$ cat src/rtl/dacseq_pkg.sv
`timescale 1ns/1ps
package dacseq_pkg;
  localparam int FRAME_W = 16;
  localparam int CMD_W   = 4;
  localparam int PAY_W   = FRAME_W - CMD_W;

  localparam logic [CMD_W-1:0] CMD_NOP  = 4'd0;
  localparam logic [CMD_W-1:0] CMD_CTRL = 4'd13;
  localparam logic [1:0]       MODE_NO_READBACK = 2'b11;

  typedef enum logic [2:0] {
    ST_INIT_GO,
    ST_INIT_WAIT,
    ST_IDLE,
    ST_WR,
    ST_RD_CMD,
    ST_RD_GAP,
    ST_RD_NOP,
    ST_RESP
  } seq_state_e;

  function automatic logic [CMD_W-1:0] load_cmd(input int ch);
    return CMD_W'(1 + 3 * ch);
  endfunction

  function automatic logic [CMD_W-1:0] fetch_cmd(input int ch);
    return CMD_W'(2 + 3 * ch);
  endfunction
endpackage

$ cat src/rtl/dacseq_spi_frame.sv
`timescale 1ns/1ps
module dacseq_spi_frame #(
  parameter int SCLK_HALF = 2,
  parameter int FRAME_W   = 16,
  parameter int RX_W      = 12
) (
  input  logic               clk,
  input  logic               rst_n,
  input  logic               start,
  input  logic [FRAME_W-1:0] word,
  output logic               done,
  output logic [RX_W-1:0]    rx,
  output logic               sclk,
  output logic               cs_n,
  output logic               mosi,
  input  logic               miso
);
  localparam int DW = (SCLK_HALF > 1) ? $clog2(SCLK_HALF) : 1;
  localparam int BW = $clog2(FRAME_W);
  localparam logic [DW-1:0] DIV_LAST = DW'(SCLK_HALF - 1);
  localparam logic [BW-1:0] BIT_LAST = BW'(FRAME_W - 1);

  logic               busy_q, busy_d;
  logic               sclk_q, sclk_d;
  logic               cs_q, cs_d;
  logic               done_q, done_d;
  logic [DW-1:0]      div_q, div_d;
  logic [BW-1:0]      bit_q, bit_d;
  logic [FRAME_W-1:0] tx_q, tx_d;
  logic [RX_W-1:0]    rx_q, rx_d;
  logic               tick;

  assign tick = busy_q && (div_q == DIV_LAST);

  always_comb begin
    busy_d = busy_q;
    sclk_d = sclk_q;
    cs_d   = cs_q;
    div_d  = div_q;
    bit_d  = bit_q;
    tx_d   = tx_q;
    rx_d   = rx_q;
    done_d = 1'b0;
    if (!busy_q) begin
      if (start) begin
        busy_d = 1'b1;
        cs_d   = 1'b0;
        sclk_d = 1'b0;
        tx_d   = word;
        div_d  = '0;
        bit_d  = '0;
      end
    end else if (!tick) begin
      div_d = div_q + 1'b1;
    end else begin
      div_d = '0;
      if (!sclk_q) begin
        sclk_d = 1'b1;
        rx_d   = {rx_q[RX_W-2:0], miso};
      end else begin
        sclk_d = 1'b0;
        if (bit_q == BIT_LAST) begin
          busy_d = 1'b0;
          cs_d   = 1'b1;
          done_d = 1'b1;
        end else begin
          bit_d = bit_q + 1'b1;
          tx_d  = {tx_q[FRAME_W-2:0], 1'b0};
        end
      end
    end
  end

  always_ff @(posedge clk or negedge rst_n) begin
    if (!rst_n) begin
      busy_q <= 1'b0;
      sclk_q <= 1'b0;
      cs_q   <= 1'b1;
      done_q <= 1'b0;
      div_q  <= '0;
      bit_q  <= '0;
      tx_q   <= '0;
      rx_q   <= '0;
    end else begin
      busy_q <= busy_d;
      sclk_q <= sclk_d;
      cs_q   <= cs_d;
      done_q <= done_d;
      div_q  <= div_d;
      if (busy_d) bit_q <= bit_d;
      if (start || tick) tx_q <= tx_d;
      if (tick) rx_q <= rx_d;
    end
  end

  assign done = done_q;
  assign rx   = rx_q;
  assign sclk = sclk_q;
  assign cs_n = cs_q;
  assign mosi = tx_q[FRAME_W-1];
endmodule

$ cat src/rtl/dacseq_shadow.sv
`timescale 1ns/1ps
module dacseq_shadow #(
  parameter int NUM_CH   = 2,
  parameter int RES_BITS = 12,
  parameter int CHAN_W   = 2
) (
  input  logic                clk,
  input  logic                rst_n,
  input  logic                we,
  input  logic [CHAN_W-1:0]   wr_chan,
  input  logic [RES_BITS-1:0] wr_val,
  input  logic [CHAN_W-1:0]   rd_chan,
  output logic [RES_BITS-1:0] rd_val
);
  logic [RES_BITS-1:0] val_q [NUM_CH];

  for (genvar g = 0; g < NUM_CH; g++) begin : g_entry
    logic hit;
    assign hit = we && (int'(wr_chan) == g);
    always_ff @(posedge clk or negedge rst_n) begin
      if (!rst_n)   val_q[g] <= '0;
      else if (hit) val_q[g] <= wr_val;
    end
  end

  always_comb begin
    rd_val = '0;
    for (int i = 0; i < NUM_CH; i++) begin
      if (int'(rd_chan) == i) rd_val = val_q[i];
    end
  end
endmodule

$ cat src/rtl/dacseq_ctrl.sv
`timescale 1ns/1ps
module dacseq_ctrl
  import dacseq_pkg::*;
#(
  parameter int              NUM_CH    = 2,
  parameter int              RES_BITS  = 12,
  parameter int              CHAN_W    = 2,
  parameter int              DATA_W    = 16,
  parameter bit              HAS_CTRL  = 1'b1,
  parameter bit              READBACK  = 1'b1,
  parameter logic [11:0]     CTRL_WORD = 12'h000,
  parameter int              GAP_CYC   = 8
) (
  input  logic                clk,
  input  logic                rst_n,
  input  logic                req_valid,
  input  logic                req_write,
  input  logic [CHAN_W-1:0]   req_chan,
  input  logic [DATA_W-1:0]   req_wdata,
  output logic                req_ready,
  output logic                rsp_done,
  output logic                rsp_err,
  output logic [PAY_W-1:0]    rsp_rdata,
  output logic                tx_start,
  output logic [FRAME_W-1:0]  tx_word,
  input  logic                tx_done,
  input  logic [PAY_W-1:0]    rx_word,
  output logic                sh_we,
  output logic [CHAN_W-1:0]   sh_chan,
  output logic [RES_BITS-1:0] sh_val,
  output logic [CHAN_W-1:0]   sh_rd_chan,
  input  logic [RES_BITS-1:0] sh_rd_val
);
  localparam int SHIFT = PAY_W - RES_BITS;
  localparam int GW    = $clog2(GAP_CYC);
  localparam logic [GW-1:0] GAP_LAST = GW'(GAP_CYC - 1);
  localparam seq_state_e ST_RESET = HAS_CTRL ? ST_INIT_GO : ST_IDLE;

  seq_state_e          st_q, st_d;
  logic [CHAN_W-1:0]   chan_q, chan_d;
  logic [RES_BITS-1:0] val_q, val_d;
  logic                err_q, err_d;
  logic [PAY_W-1:0]    rdata_q, rdata_d;
  logic [GW-1:0]       gap_q, gap_d;
  logic                chan_ok, val_ok;
  logic [PAY_W-1:0]    wr_pay;

  assign chan_ok    = int'(req_chan) < NUM_CH;
  assign val_ok     = (req_wdata >> RES_BITS) == '0;
  assign wr_pay     = PAY_W'(req_wdata[RES_BITS-1:0]) << SHIFT;
  assign sh_rd_chan = req_chan;

  always_comb begin
    st_d     = st_q;
    chan_d   = chan_q;
    val_d    = val_q;
    err_d    = err_q;
    rdata_d  = rdata_q;
    gap_d    = gap_q;
    tx_start = 1'b0;
    tx_word  = '0;
    sh_we    = 1'b0;
    case (st_q)
      ST_INIT_GO: begin
        tx_start = 1'b1;
        tx_word  = {CMD_CTRL, CTRL_WORD};
        st_d     = ST_INIT_WAIT;
      end
      ST_INIT_WAIT: if (tx_done) st_d = ST_IDLE;
      ST_IDLE: begin
        if (req_valid) begin
          chan_d  = req_chan;
          err_d   = 1'b0;
          rdata_d = '0;
          if (!chan_ok || (req_write && !val_ok)) begin
            err_d = 1'b1;
            st_d  = ST_RESP;
          end else if (req_write) begin
            val_d    = req_wdata[RES_BITS-1:0];
            tx_start = 1'b1;
            tx_word  = {load_cmd(int'(req_chan)), wr_pay};
            st_d     = ST_WR;
          end else if (READBACK) begin
            tx_start = 1'b1;
            tx_word  = {fetch_cmd(int'(req_chan)), {PAY_W{1'b0}}};
            st_d     = ST_RD_CMD;
          end else begin
            rdata_d = PAY_W'(sh_rd_val);
            st_d    = ST_RESP;
          end
        end
      end
      ST_WR: begin
        if (tx_done) begin
          sh_we = 1'b1;
          st_d  = ST_RESP;
        end
      end
      ST_RD_CMD: begin
        if (tx_done) begin
          gap_d = '0;
          st_d  = ST_RD_GAP;
        end
      end
      ST_RD_GAP: begin
        gap_d = gap_q + 1'b1;
        if (gap_q == GAP_LAST) begin
          tx_start = 1'b1;
          tx_word  = {CMD_NOP, {PAY_W{1'b0}}};
          st_d     = ST_RD_NOP;
        end
      end
      ST_RD_NOP: begin
        if (tx_done) begin
          rdata_d = rx_word;
          st_d    = ST_RESP;
        end
      end
      ST_RESP: st_d = ST_IDLE;
      default: st_d = ST_IDLE;
    endcase
  end

  always_ff @(posedge clk or negedge rst_n) begin
    if (!rst_n) begin
      st_q    <= ST_RESET;
      chan_q  <= '0;
      val_q   <= '0;
      err_q   <= 1'b0;
      rdata_q <= '0;
      gap_q   <= '0;
    end else begin
      st_q <= st_d;
      if (st_q == ST_IDLE) begin
        chan_q  <= chan_d;
        val_q   <= val_d;
        err_q   <= err_d;
        rdata_q <= rdata_d;
      end else if (st_q == ST_RD_NOP) begin
        rdata_q <= rdata_d;
      end
      gap_q <= gap_d;
    end
  end

  assign req_ready = (st_q == ST_IDLE);
  assign rsp_done  = (st_q == ST_RESP);
  assign rsp_err   = err_q;
  assign rsp_rdata = rdata_q;
  assign sh_chan   = chan_q;
  assign sh_val    = val_q;
endmodule

$ cat src/rtl/dac_cmd_seq.sv
`timescale 1ns/1ps
module dac_cmd_seq
  import dacseq_pkg::*;
#(
  parameter int         NUM_CH    = 2,
  parameter int         RES_BITS  = 12,
  parameter int         CHAN_W    = 2,
  parameter int         DATA_W    = 16,
  parameter bit         HAS_CFG   = 1'b1,
  parameter logic [1:0] SDO_MODE  = 2'b00,
  parameter bit         CLR_MID   = 1'b0,
  parameter int         SCLK_HALF = 2
) (
  input  logic              clk,
  input  logic              rst_n,
  input  logic              req_valid,
  output logic              req_ready,
  input  logic              req_write,
  input  logic [CHAN_W-1:0] req_chan,
  input  logic [DATA_W-1:0] req_wdata,
  output logic              rsp_done,
  output logic              rsp_err,
  output logic [11:0]       rsp_rdata,
  output logic              spi_sclk,
  output logic              spi_cs_n,
  output logic              spi_mosi,
  input  logic              spi_miso
);
  localparam bit HAS_CTRL = (NUM_CH > 1);
  localparam bit READBACK = HAS_CTRL && (!HAS_CFG || (SDO_MODE != MODE_NO_READBACK));
  localparam logic [11:0] CTRL_WORD = HAS_CFG ? {SDO_MODE, 1'b0, CLR_MID, 8'h00} : 12'h000;
  localparam int GAP_CYC = 4 * SCLK_HALF;

  logic [1:0] rst_sync_q;
  logic       rst_int_n;

  always_ff @(posedge clk or negedge rst_n) begin
    if (!rst_n) rst_sync_q <= 2'b00;
    else        rst_sync_q <= {rst_sync_q[0], 1'b1};
  end
  assign rst_int_n = rst_sync_q[1];

  logic                tx_start, tx_done;
  logic [FRAME_W-1:0]  tx_word;
  logic [PAY_W-1:0]    rx_word;
  logic                sh_we;
  logic [CHAN_W-1:0]   sh_chan, sh_rd_chan;
  logic [RES_BITS-1:0] sh_val, sh_rd_val;

  dacseq_ctrl #(
    .NUM_CH(NUM_CH), .RES_BITS(RES_BITS), .CHAN_W(CHAN_W), .DATA_W(DATA_W),
    .HAS_CTRL(HAS_CTRL), .READBACK(READBACK), .CTRL_WORD(CTRL_WORD), .GAP_CYC(GAP_CYC)
  ) ctrl_i (
    .clk(clk), .rst_n(rst_int_n),
    .req_valid(req_valid), .req_write(req_write), .req_chan(req_chan), .req_wdata(req_wdata),
    .req_ready(req_ready), .rsp_done(rsp_done), .rsp_err(rsp_err), .rsp_rdata(rsp_rdata),
    .tx_start(tx_start), .tx_word(tx_word), .tx_done(tx_done), .rx_word(rx_word),
    .sh_we(sh_we), .sh_chan(sh_chan), .sh_val(sh_val),
    .sh_rd_chan(sh_rd_chan), .sh_rd_val(sh_rd_val)
  );

  dacseq_spi_frame #(.SCLK_HALF(SCLK_HALF), .FRAME_W(FRAME_W), .RX_W(PAY_W)) spi_i (
    .clk(clk), .rst_n(rst_int_n), .start(tx_start), .word(tx_word), .done(tx_done),
    .rx(rx_word), .sclk(spi_sclk), .cs_n(spi_cs_n), .mosi(spi_mosi), .miso(spi_miso)
  );

  dacseq_shadow #(.NUM_CH(NUM_CH), .RES_BITS(RES_BITS), .CHAN_W(CHAN_W)) shadow_i (
    .clk(clk), .rst_n(rst_int_n), .we(sh_we), .wr_chan(sh_chan), .wr_val(sh_val),
    .rd_chan(sh_rd_chan), .rd_val(sh_rd_val)
  );
endmodule

$ cat config.mk
export PLATFORM = sky130hd
export DESIGN_NAME = dac_cmd_seq
export DESIGN_NICKNAME = d
export VERILOG_FILES = /design/src/rtl/dacseq_pkg.sv /design/src/rtl/dacseq_spi_frame.sv /design/src/rtl/dacseq_shadow.sv /design/src/rtl/dacseq_ctrl.sv /design/src/rtl/dac_cmd_seq.sv
export SDC_FILE = /design/constraint.sdc
export NUM_CORES = 1
export LEC_CHECK = 0
export BUFFER_PORTS_ARGS = -buffer_cell sky130_fd_sc_hd__buf_2
export CAP_MARGIN = 20
export CORE_UTILIZATION = 33
export DETAILED_ROUTE_END_ITERATION = 16
export PLACE_DENSITY = 0.58
export SLEW_MARGIN = 40
export SYNTH_ARGS = -nofsm -noshare
export SYNTH_HDL_FRONTEND = slang
export SYNTH_SLANG_ARGS = --single-unit
$ cat constraint.sdc
create_clock -name clk -period 5.7 [get_ports clk]
set_clock_uncertainty 0.1 [all_clocks]
set_input_delay 0.855 -clock clk [delete_from_list [all_inputs] [get_ports clk]]
set_output_delay 0.855 -clock clk [all_outputs]
set_load 0.005 [all_outputs]
==> results.md, run 1 <==
- Wire per inst: 12.6 um
- Syn Nets: 278
- Core area: 8180 um^2
- Actual slew at the worst max-slew pin: 0.704 ns
- Antenna diodes: 0
- Total leakage power: 1.54 nW
- Post-CTS Setup Bufs: 0
- Crit path arrival time: 2.80 ns
- Fmax achieved: 373 MHz
- # H-tree levels: 3
- Hold Violations, Final: 0
- Antenna violations before repair: 0
- Post-synth EDFFs: 0
- DRC viols: 0
- Worst-path clk slew: 0.07 ns
- Nature of the critical path startpoint: input pin
- Grt total ovfl: 0
- Synth area leader: dfrtp_1
- Hold crit path type: in -> async
- Number of CTS-inserted buffers: 9
- Cts hold-fix bufs: 0
- Worst VDD drop: 0.000161 V
- Clock buffer depth: 2
- Critical Path Fanout Max: 19
- Port bufs: 40
- Final worst slack: 3.02 ns
- Drt initial violations: 64
- Detail Route Antenna Nets: 0
- Final Max Slew Viols: 0
- Unrepaired setup endpoints after global routing: false
- Via density: 4.85
- Quantity of gates resized following cts: 0
- Die width: 93.9 um
- DP HPWL: 3.36 mm
- Initial DRT Pass Iterations: 2
- Clock Latency Late Sink: 0.34 ns
- Status: complete, no violations
- Area growth, synth to finish: 18.4%
- Async set-reset flop share out of synthesis: 1.00
- Critical path class: in -> reg
- Critical Path RT: 5.82 ns
- Distinct cells, synth: 49
- Cell-internal power: 0.00103 W
- Final nets: 317
- Mapped Cells: 248
- Slew HR: 0.530
- Synth Register Bits: 58
- Period utilisation layout: 0.470
- Vias after detailed routing: 1924
- Switching share of power: 0.337
- Avg Cell Area, Syn: 11.2 um^2
- Vias in the first global route: 1918
- Seq pwr share: 0.435
- Die area: 8820 um^2
- Dpl ws: 2.66 ns
- WL final: 5.02 mm
- Primary FF master, synth: dfrtp_1
- Worst Setup End Kind: register
- Clock Sinks: 58
- Largest net degree at the start of global routing: 57
- Clk pwr share: 0.274
- Max Cap Viol: 0
- Num ports: 41
- Switching power: 0.000523 W
- Die height: 93.9 um
- Core Rows: 33
- Pwr Density: 470 nW/um^2
- Cell Area, Synth: 2790 um^2
- Post-route setup TNS: 0 ns
- Share of layout cells above drive strength 1: 0.332
- GP Congestion: 0.740
- Combinational share of power: 0.291
- Initial Util: 0.341
- Seq/Total Area, Yosys: 0.521
- First-pass GRT wire length: 8.78 mm
- YS warnings: 0
- TritonCTS clock tree: done
- Gr usage total: 0.130
- CTS root buffer: clkbuf_8
- Commonest non-fill, non-tap cell in the layout: dfrtp_1
- Top area cells in the synthesized netlist: dfrtp_1, mux2_2, nand2_1
- Post-synth top area share: 0.512
- Commonest non-fill, non-tap cells in the layout: dfrtp_1, buf_2, nand2_1
- Count of final setup violators: 0
- Fin crit period: 2.68 ns
[per-stage QoR]
stage / total power [W] / hold slack [ns] / instance area [um^2] / utilization / cells
after floorplan: 0.00103 / 0.231 / 2790 / - / 248
after global placement: 0.00113 / 0.237 / 3060 / 0.375 / 381
after detailed placement: 0.00114 / 0.242 / 3070 / 0.376 / 381
after CTS: 0.00158 / 0.170 / 3300 / 0.404 / 397
after global routing: 0.00167 / 0.166 / 3300 / 0.404 / 397
final: 0.00155 / 0.187 / 3300 / 0.404 / 397
[synthesized netlist by cell type, types with 4 or more instances]
master and n:
nand2b_1 4, ha_1 7, nor2_1 9, inv_1 10
clkbuf_1 10, a22o_1 13, mux2_2 28, a21oi_1 5
nand2_1 33, o21ai_0 21, dfrtp_1 57
[worst paths after layout]
check                           slack [ns]            from               to  depth (start not counted)
worst min register to register        0.26   rst_sync_q[0]    rst_sync_q[1]                          0
worst max-delay path                  3.02   req_wdata[13]    spi_i.tx_q[9]                          5
min in group clk                      0.26   rst_sync_q[0]    rst_sync_q[1]                          0
worst min-delay path                  0.19           rst_n    rst_sync_q[1]                          1
worst max register to register        3.23  ctrl_i.st_q[0]    spi_i.tx_q[9]                          4
max in group asynchronous             4.74   rst_sync_q[1]  ctrl_i.gap_q[1]                          1
[sequential cells by signal, summed over array words and instances, names as in the netlist]
register / flops
spi_i.tx_q: 16
ctrl_i.rsp_rdata: 12
spi_i.rx: 12
spi_i.bit_q: 4
ctrl_i.gap_q: 3
ctrl_i.st_q: 3
rst_sync_q: 2
ctrl_i.rsp_err: 1
spi_i.busy_q: 1
spi_i.cs_n: 1
spi_i.div_q: 1
spi_i.done: 1
spi_i.sclk: 1
[worst max-delay path, stage by stage]
cell and delay, ns:
buf_2 0.10, or4_4 0.59, a211oi_4 0.37, o31a_2 0.49, mux2_2 0.39
[area by class of cell]
cell class / count / area [um^2]
timing repair buffer: 42 / 215
multi-input combinational: 166 / 1240
fill: 790 / 4880
inverter: 10 / 37.5
sequential: 58 / 1450
clock buffer: 9 / 124
tap: 105 / 131
clock inverter: 7 / 101
[routing by layer]
layer  wire length [um]  global-route usage  up-vias
li1                   -                   -      965
met1               2470               0.164      909
met2               2190               0.195       39
met3                251              0.0469       11
met4                106              0.0692        0
met5                  0                   0        -
[logic make-up (layout without fill, tap and decap cells)]
kind of cell / count (synthesis) / in the layout / synth area share
and+or+nand+nor: 64 / 64 / 0.113
muxes: 31 / 31 / 0.124
AOI/OAI and AO/OA: 60 / 60 / 0.159
DFF: 58 / 58 / 0.521
adders and majority gates: 7 / 7 / 0.0314
other: 1 / 1 / 0.00135
xor gates and xnor gates: 3 / 3 / 0.00943
buffers and inverters: 24 / 68 / 0.0413
[power groups by stage]
stage | logic, W | registers [W] | clock network [W]
after floorplan | 0.000411 | 0.000621 | 0
after global placement | 0.000449 | 0.000680 | 0
after detailed placement | 0.000459 | 0.000683 | 0
after CTS | 0.000460 | 0.000676 | 0.000440
after global routing | 0.000513 | 0.000700 | 0.000458
final | 0.000451 | 0.000673 | 0.000425
No activity file was read; power rests on OpenSTA's default activity.
==> run 2: changes to the inputs <==
--- a/config.mk
+++ b/config.mk
@@ -9,7 +9,7 @@
 export CAP_MARGIN = 20
 export CORE_UTILIZATION = 33
 export DETAILED_ROUTE_END_ITERATION = 16
-export PLACE_DENSITY = 0.58
+export PLACE_DENSITY = 0.6
 export SLEW_MARGIN = 40
 export SYNTH_ARGS = -nofsm -noshare
 export SYNTH_HDL_FRONTEND = slang
==> constraint.sdc (replaced) <==
create_clock -name clk -period 2.3 [get_ports clk]
set_clock_uncertainty 0.1 [all_clocks]
set_input_delay 0.345 -clock clk [delete_from_list [all_inputs] [get_ports clk]]
set_output_delay 0.345 -clock clk [all_outputs]
set_load 0.005 [all_outputs]
==> run 2 against run 1 <==
Sequential cell count stayed put. Wire length is 1.4% higher. Largest cell class unchanged. Non-clock buffer count is 12 higher. Power grew to 2.6 times the previous value. Setup slack worse by 2.8 ns. Die area stayed put. Critical path depth stayed put. Combinational power grew to 3.0 times the previous value. Via count is 3.4% higher.
==> results.md, run 2 (synthesis gave the netlist of run 1 again) <==
- Status: complete, no violations (unchanged)
- Combinational share of power: 0.338 (was 0.291)
- Max Cap Viol: 0 (unchanged)
- Via density: 4.86 (was 4.85)
- Nature of the critical path startpoint: register (was input pin)
- Core Util, Final: 0.416 (was 0.404)
- Total leakage power: 1.59 nW (was 1.54 nW)
- Clock buffer depth: 2 (unchanged)
- Quantity of gates resized following cts: 0 (unchanged)
- Final Max Slew Viols: 0 (unchanged)
- Fin crit period: 2.05 ns
- DRC viols: 0 (unchanged)
- Switching share of power: 0.331 (was 0.337)
- Cts hold-fix bufs: 1 (was 0)
- Num ports: 41 (unchanged)
- Crit path arrival time: 2.24 ns (was 2.80 ns)
- Worst-path clk slew: 0.07 ns (about the same)
- DP HPWL: 3.54 mm (was 3.36 mm)
- First-pass GRT wire length: 8.94 mm (was 8.78 mm)
- Count of final setup violators: 0 (unchanged)
- Critical Path Fanout Max: 12 (was 19)
- Sequential cell area: 1460 um^2 (was 1450 um^2)
- Layout Cells excl Fill: 409 (was 397)
- Drt initial violations: 114 (was 64)
- Critical path class: reg -> reg (was in -> reg)
- Final nets: 329 (was 317)
- Post-route setup TNS: 0 ns (unchanged)
- Die area: 8820 um^2 (unchanged)
- Seq pwr share: 0.394 (was 0.435)
- Pwr Density: 1170 nW/um^2 (was 470 nW/um^2)
- Initial Util: 0.341 (unchanged)
- Fillers: 811 (was 790)
- Detail Route Antenna Nets: 0 (unchanged)
- Vias after detailed routing: 1989 (was 1924)
- Unrepaired setup endpoints after global routing: false (unchanged)
- Wire per inst: 12.4 um (was 12.6 um)
- WL final: 5.09 mm (was 5.02 mm)
- CTS root buffer: clkbuf_8 (unchanged)
- Die height: 93.9 um (unchanged)
- Period utilisation layout: 0.893
- Switching power: 0.00131 W (was 0.000523 W)
- Port bufs: 40 (unchanged)
- R2R Setup Slk: 0.25 ns (was 3.23 ns)
- Hold Violations, Final: 0 (unchanged)
- Commonest non-fill, non-tap cells in the layout: dfrtp_1, buf_2, nand2_1 (unchanged)
- Area of the multi-input gates: 1230 um^2 (was 1240 um^2)
- Cell-internal power: 0.00265 W (was 0.00103 W)
- Hold crit path type: in -> reg (was in -> async)
- Actual slew at the worst max-slew pin: 0.548 ns (was 0.704 ns)
- Commonest non-fill, non-tap cell in the layout: dfrtp_1 (unchanged)
- Post-CTS Setup Bufs: 0 (unchanged)
- Placed cells: 392 (was 381)
- Share of layout cells above drive strength 1: 0.352 (was 0.332)
- Clock Latency Late Sink: 0.35 ns (was 0.34 ns)
- Fmax achieved: 487 MHz
- Number of CTS-inserted buffers: 9 (unchanged)
- GP Congestion: 0.747 (was 0.740)
- Antenna diodes: 0 (unchanged)
- Reg with most FFs: spi_i.tx_q (unchanged)
- TritonCTS clock tree: done (unchanged)
- Core area: 8180 um^2 (unchanged)
- Max FFs per register: 16 (unchanged)
- # H-tree levels: 3 (unchanged)
- Gr usage total: 0.135 (was 0.130)
- Largest net degree at the start of global routing: 35 (was 57)
- Die width: 93.9 um (unchanged)
- Vias in the first global route: 1953 (was 1918)
- Core Rows: 33 (unchanged)
- Final Total Pwr: 0.00396 W (was 0.00155 W)
- Clk pwr share: 0.267 (was 0.274)
- Area growth, synth to finish: 21.9% (was 18.4%)
- Grt total ovfl: 0 (unchanged)
- Antenna violations before repair: 0 (unchanged)
- Initial DRT Pass Iterations: 5 (was 2)
- Worst Setup End Kind: register (unchanged)
- Worst VDD drop: 0.000434 V (was 0.000161 V)
- Critical Path RT: 2.49 ns (was 5.82 ns)
- Slew HR: 0.634 (was 0.530)
- Clock Sinks: 58 (unchanged)
## run 2: power groups by stage
stage	Sequential [W]	Combinational (W)	Clock [W]
after global placement	0.00158	0.00134	0
after global routing	0.00162	0.00152	0.00116
after CTS	0.00157	0.00136	0.00110
after floorplan	0.00154	0.00102	0
final	0.00156	0.00134	0.00106
after detailed placement	0.00159	0.00136	0
## run 2: cell type report
| cell class | instances | area share |
|---|---|---|
| timing repair buffer | 54 | 0.0943 |
| clock inverter | 7 | 0.0298 |
| multi-input combinational | 166 | 0.361 |
| sequential | 58 | 0.429 |
| clock buffer | 9 | 0.0365 |
| tap | 105 | 0.0387 |
| inverter | 10 | 0.0110 |
## run 2: path summary, 6_finish.rpt
| check | startpoint | end | cells past startpoint |
|---|---|---|---|
| hold / removal | req_wdata[0] | spi_i.tx_q[0] | 3 |
| max in group asynchronous | rst_sync_q[1] | spi_i.rx[8] | 1 |
| setup reg to reg | ctrl_i.st_q[2] | spi_i.tx_q[15] | 5 |
| min in group asynchronous | rst_sync_q[1] | ctrl_i.gap_q[1] | 0 |
| hold reg to reg | rst_sync_q[1] | ctrl_i.gap_q[1] | 0 |
| setup / recovery | ctrl_i.st_q[2] | spi_i.tx_q[15] | 5 |
## run 2: critical path: stages, from the launching register on
cell	delay, ns
dfrtp_1	0.43
buf_4	0.19
or3_1	0.42
a2111oi_2	0.48
a221o_1	0.24
mux2_2	0.14
## run 2: metal layers
metal  GRT usage  vias up  part of all wire
met5           0        -                 0
met1       0.163      939              0.46
met4      0.0628        0             0.016
li1            -      984                 -
met3      0.0639       10             0.067
met2       0.203       56              0.45
## run 2: metrics by stage
step | worst slack, ns | hold WS [ns] | instance area [um^2]
floorplan | 0.0886 | -0.0506 | 2790
global placement | 0.0712 | 0.0299 | 3160
detailed placement | 0.0480 | 0.0308 | 3160
CTS | 0.240 | 0.0893 | 3390
global route | 0.0760 | 0.0974 | 3400
finish | 0.246 | 0.105 | 3400
